File: config.mk
export PLATFORM = sky130hd
export DESIGN_NAME = auth_domain_regs
export DESIGN_NICKNAME = d
export VERILOG_FILES = /design/src/rtl/auth_chk_pkg.sv /design/src/rtl/auth_domain_regs.sv
export SDC_FILE = /design/constraint.sdc
export NUM_CORES = 1
export LEC_CHECK = 0
export ABC_AREA = 1
export BUFFER_PORTS_ARGS = -buffer_cell sky130_fd_sc_hd__buf_2
export CAP_MARGIN = 20
export CORE_ASPECT_RATIO = 1.5
export CORE_MARGIN = 8
export CORE_UTILIZATION = 40
export CTS_BUF_LIST = sky130_fd_sc_hd__clkbuf_8
export DETAILED_ROUTE_END_ITERATION = 10
export PLACE_DENSITY_LB_ADDON = 0.08
export SYNTH_ARGS = -nofsm -noshare
export SYNTH_HDL_FRONTEND = slang
export SYNTH_SLANG_ARGS = --single-unit
File: constraint.sdc
create_clock -name clk -period 0.9 [get_ports clk]
set_clock_uncertainty 0.1 [all_clocks]
set_input_delay 0.045 -clock clk [delete_from_list [all_inputs] [get_ports clk]]
set_output_delay 0.045 -clock clk [all_outputs]
set_load 0.005 [all_outputs]
File: src/rtl/auth_chk_pkg.sv
`timescale 1ns/1ps
package auth_chk_pkg;

  localparam int REG_W  = 32;
  localparam int HALF_W = REG_W / 2;

  typedef enum logic {
    DIR_RD = 1'b0,
    DIR_WR = 1'b1
  } acc_dir_e;

  // bits of a register that carry a master's permission pair, both halves
  function automatic logic [REG_W-1:0] live_bits(input int num_masters);
    logic [REG_W-1:0] m;
    m = '0;
    for (int i = 0; i < 2 * num_masters; i++) begin
      m[i]          = 1'b1;
      m[HALF_W + i] = 1'b1;
    end
    return m;
  endfunction

  // write-forbid bits of the lower (even) domain of a register
  function automatic logic [REG_W-1:0] low_write_forbid(input int num_masters);
    logic [REG_W-1:0] m;
    m = '0;
    for (int i = 0; i < num_masters; i++) begin
      m[2 * i + 1] = 1'b1;
    end
    return m;
  endfunction

endpackage

File: src/rtl/auth_domain_regs.sv
`timescale 1ns/1ps
module auth_domain_regs
  import auth_chk_pkg::*;
#(
  parameter int NUM_REGS    = 8,
  parameter int NUM_MASTERS = 6,
  parameter int IDX_W       = $clog2(NUM_REGS)
) (
  input  logic             clk,
  input  logic             rst_n,
  input  logic             wr_en,
  input  logic [IDX_W-1:0] wr_idx,
  input  logic [REG_W-1:0] wr_data,
  input  logic [IDX_W-1:0] rd_idx,
  output logic [REG_W-1:0] rd_data,
  input  logic [IDX_W-1:0] lk_idx,
  output logic [REG_W-1:0] lk_word
);

  localparam logic [REG_W-1:0] LIVE_MASK = live_bits(NUM_MASTERS);
  localparam logic [REG_W-1:0] DOM0_RST  = low_write_forbid(NUM_MASTERS);

  logic [REG_W-1:0] bank [NUM_REGS];

  for (genvar k = 0; k < NUM_REGS; k++) begin : g_reg
    localparam logic [REG_W-1:0] RST_VAL = (k == 0) ? DOM0_RST : '0;
    logic             upd_en;
    logic [REG_W-1:0] word_d;
    logic [REG_W-1:0] word_q;

    always_comb begin
      upd_en = wr_en && (wr_idx == IDX_W'(k));
      word_d = upd_en ? (wr_data & LIVE_MASK) : word_q;
    end

    always_ff @(posedge clk or negedge rst_n) begin
      if (!rst_n) word_q <= RST_VAL;
      else        word_q <= word_d;
    end

    assign bank[k] = word_q;
  end

  assign rd_data = bank[rd_idx];
  assign lk_word = bank[lk_idx];

endmodule

==> metrics.md <==
| Metric | Value |
|---|---|
| First-pass DRT Iterations | 6 |
| Biggest register | g.word_q |
| CP peak stage delay | around 0.55 ns |
| Critical Path Fanout Max | 2 |
| Crit Path Class | reg -> out |
| Clk sink count | about 190 |
| Synth cell count leaders | 823 x nand2_1, 222 x inv_1, 193 x nand3_1 |
| I/O pin cnt | around 110 |
| Die W | roughly 150 um |
| FFs w/ async S/R, synth | 1.000 |
| Outcome | finished with violations |
| Initial Util | 0.4026 |
| Core area | about 0.029 sq mm |
| Arrival time worst endpoint | between 1.5 and 2 ns |
| Vias | approximately 11000 |
| Netlist cell types | 18 |
| Biggest regs | g.word_q: 192 flops |
| DRT iter0 DRCs | roughly 790 |
| VDD IR-drop max | ~1200 uV |
| Number of synthesized flops with an enable pin | 0 |
| Reg clk slew, reported paths | roughly 0.10 ns |
| Vias in the first global route | about 11000 |
| Fin nets | a little under 2000 |
| Max reg flops | ~190 |
| Hold WS | -0.07722 ns |
| Area grow syn2layout | 24.93% |
| Placed Cells | 2187 |
| Bufs on Longest Clock Path | 2 |
| Area contributors post-synth | dfrtp_1 41%, nand2_1 27%, nand3_1 8.4% |
| Yosys warns | 0 |
| Initial antenna violation count | 1 |
| Pre-CTS setup slack | -0.3552 ns |
| CTS Buf Count | 17 |
| Post-Synthesis Cells | 1760 |
| Fin area | 0.01435 sq mm |
| Final Max Tran Viols | 0 |
| Skew-Pair Late Insertion Delay | roughly 0.5 ns |
| Synth Cell Area | 0.01148 sq mm |
| Share of cells above drive strength 1 | 0.2380 |
| Tmin final | between 1.5 and 2 ns |
| DRC | 0 |
| Post-synth top area share | 0.4053 |
| Final wirelength | ~38000 um |
| TritonCTS clock tree | done |
| CTS H-tree depth | 4 |
| CP cell instances | inv_2 -> nand2_2 -> nand3_2 -> nand2_1 -> nand2_1 -> nand2_1 -> buf_2 |
| Post-CTS Hold Buffers | 25 |
| Setup crit end kind | output pin |
| Via density | roughly 5 |
| RSZ-0062 raised after global routing | true |
| Final period utilization | 1.854 |
| Sequential fraction of the synthesis area | 0.4190 |
| Failing checks | negative hold slack, negative setup slack |
| Fin Setup TNS | -31.91 ns |
| Crit path top cell by count | nand2_1 |
| Total gr overflow | 0 |
| Post-DP HPWL | around 24000 um |
| Cell with the most instances after synthesis | nand2_1 |
| All-Layer GR Usage | 0.2245 |
| CP Launch Type | flop |
| Fmax | 599.5 MHz |
| Ys flop type | dfrtp_1 |
| Wire per inst | between 15 and 20 um |
| Critical path required time | approximately 0.75 ns |
| Antenna Violating Nets Remaining | 0 |
| Fin. Hold Viols | 15 |
| I/O Buffers | between 80 and 90 |
| Leakage Power | around 8 nW |
| Site Rows | between 70 and 80 |
| Power consumption | 25.19 mW |
| Hold Path Class | in -> async |
| GPL Wtd Cong | between 0.8 and 0.9 |
| Synth area leader | dfrtp_1 |
| DIE AREA | 0.03450 sq mm |
| PnR worst setup slack | -0.7682 ns |
| Worst reg2reg setup slack | -0.07 ns |
| Root buffer cell | clkbuf_8 |
| Final non-filler cell total | ~2300 |
| Pwr dens | roughly 1800 mW/mm^2 |
| Syn Area/Cell | ~6.5 sq um |
| First-pass GRT wire length | between 60000 and 70000 um |
| Chip Height | 223.5 um |
| #FFs+latches synth | 192 |
| Largest net degree at the start of global routing | between 40 and 50 |
| Max-Cap Viols | 0 |
| Final core occ | 0.5029 |
| Setup-failing EPs final | 54 |
| Placed Instance Area | approximately 0.013 sq mm |
| Slowest-stage cell, CP | dfstp_2 |
==> metal layers <==
| layer | part of all wire | global-route usage | wire, um | vias up |
|---|---|---|---|---|
| met4 | 0.025 | 0.08436 | 956 | 0 |
| met5 | 0 | 0 | 0 | - |
| met2 | 0.48 | 0.3785 | 18330 | 326 |
| li1 | - | - | - | 5671 |
| met3 | 0.051 | 0.03409 | 1927 | 51 |
| met1 | 0.44 | 0.2853 | 16890 | 5311 |
==> cell type report <==
| type | instances | area (sq um) |
|---|---|---|
| fill | 2943 | 14180 |
| multi-input combinational | 1229 | 5440 |
| sequential | 192 | 4812 |
| timing repair buffer | 254 | 2420 |
| inverter | 226 | 853.3 |
| tap | 351 | 439.2 |
| clock buffer | 20 | 275.3 |
| clock inverter | 12 | 105.1 |
| antenna | 1 | 2.502 |
==> path summary, 6_finish.rpt <==
check	from	endpoint	depth (start not counted)
max	g_reg[0].word_q[3]	lk_word[3]	7
min	rst_n	g_reg[7].word_q[27]	2
max reg2reg	g_reg[6].word_q[6]	g_reg[6].word_q[6]	4
min reg2reg	g_reg[0].word_q[1]	g_reg[0].word_q[1]	2
max in group asynchronous	rst_n	g_reg[0].word_q[3]	3
min in group clk	wr_idx[0]	g_reg[7].word_q[27]	5
==> cells in the final DEF (no fill, tap or decap) <==
| cell type | count |
|---|---|
| dlygate4sd3_1 | 25 |
| nand2_2 | 56 |
| buf_12 | 45 |
| inv_4 | 2 |
| nor3_4 | 1 |
| bufinv_16 | 2 |
| nand2_1 | 767 |
| clkinv_2 | 3 |
| clkinvlp_4 | 1 |
| nand3_2 | 29 |
| dfrtp_1 | 186 |
| conb_1 | 16 |
| diode_2 | 1 |
| clkbuf_8 | 21 |
| o21ai_0 | 96 |
| inv_1 | 129 |
| nand3_1 | 164 |
| inv_2 | 99 |
| nor2_4 | 1 |
| nor2_1 | 2 |
| clkinv_1 | 2 |
| o21ai_2 | 10 |
| nor2_2 | 1 |
| o21ai_1 | 86 |
| buf_6 | 17 |
| buf_4 | 93 |
| buf_2 | 73 |
| dfstp_2 | 6 |
==> critical path: cells and delay by family (launching register included) <==
| kind | cells | cell delay [ns] |
|---|---|---|
| and+or+nand+nor | 5 | 0.33 |
| DFF | 1 | 0.55 |
| buffers and inverters | 2 | 0.16 |
==> report_power, final <==
| part | total, mW | switching, mW | internal, mW |
|---|---|---|---|
| clock | 5.70 | 3.08 | 2.61 |
| sequential | 11.2 | 0.937 | 10.3 |
| combinational | 8.27 | 4.62 | 3.65 |
==> cells by family (layout without fill, tap and decap cells) <==
group,after synthesis,after routing,share of synthesized area
other cells,1,17,0.0003265
simple gates,1021,1021,0.3555
compound gates,192,192,0.08498
buf+inv,354,512,0.1402
flops,192,192,0.4190
==> repair_timing <==
| action | CTS | global route |
|---|---|---|
| setup endpoints to repair | 48 | 58 |
| setup buffers | 13 | 33 |
| endpoints found under the hold margin | 384 | 15 |
| resized for setup | 46 | 173 |
| pin swaps | 59 | 69 |
Power figures use the tool's default switching activity.
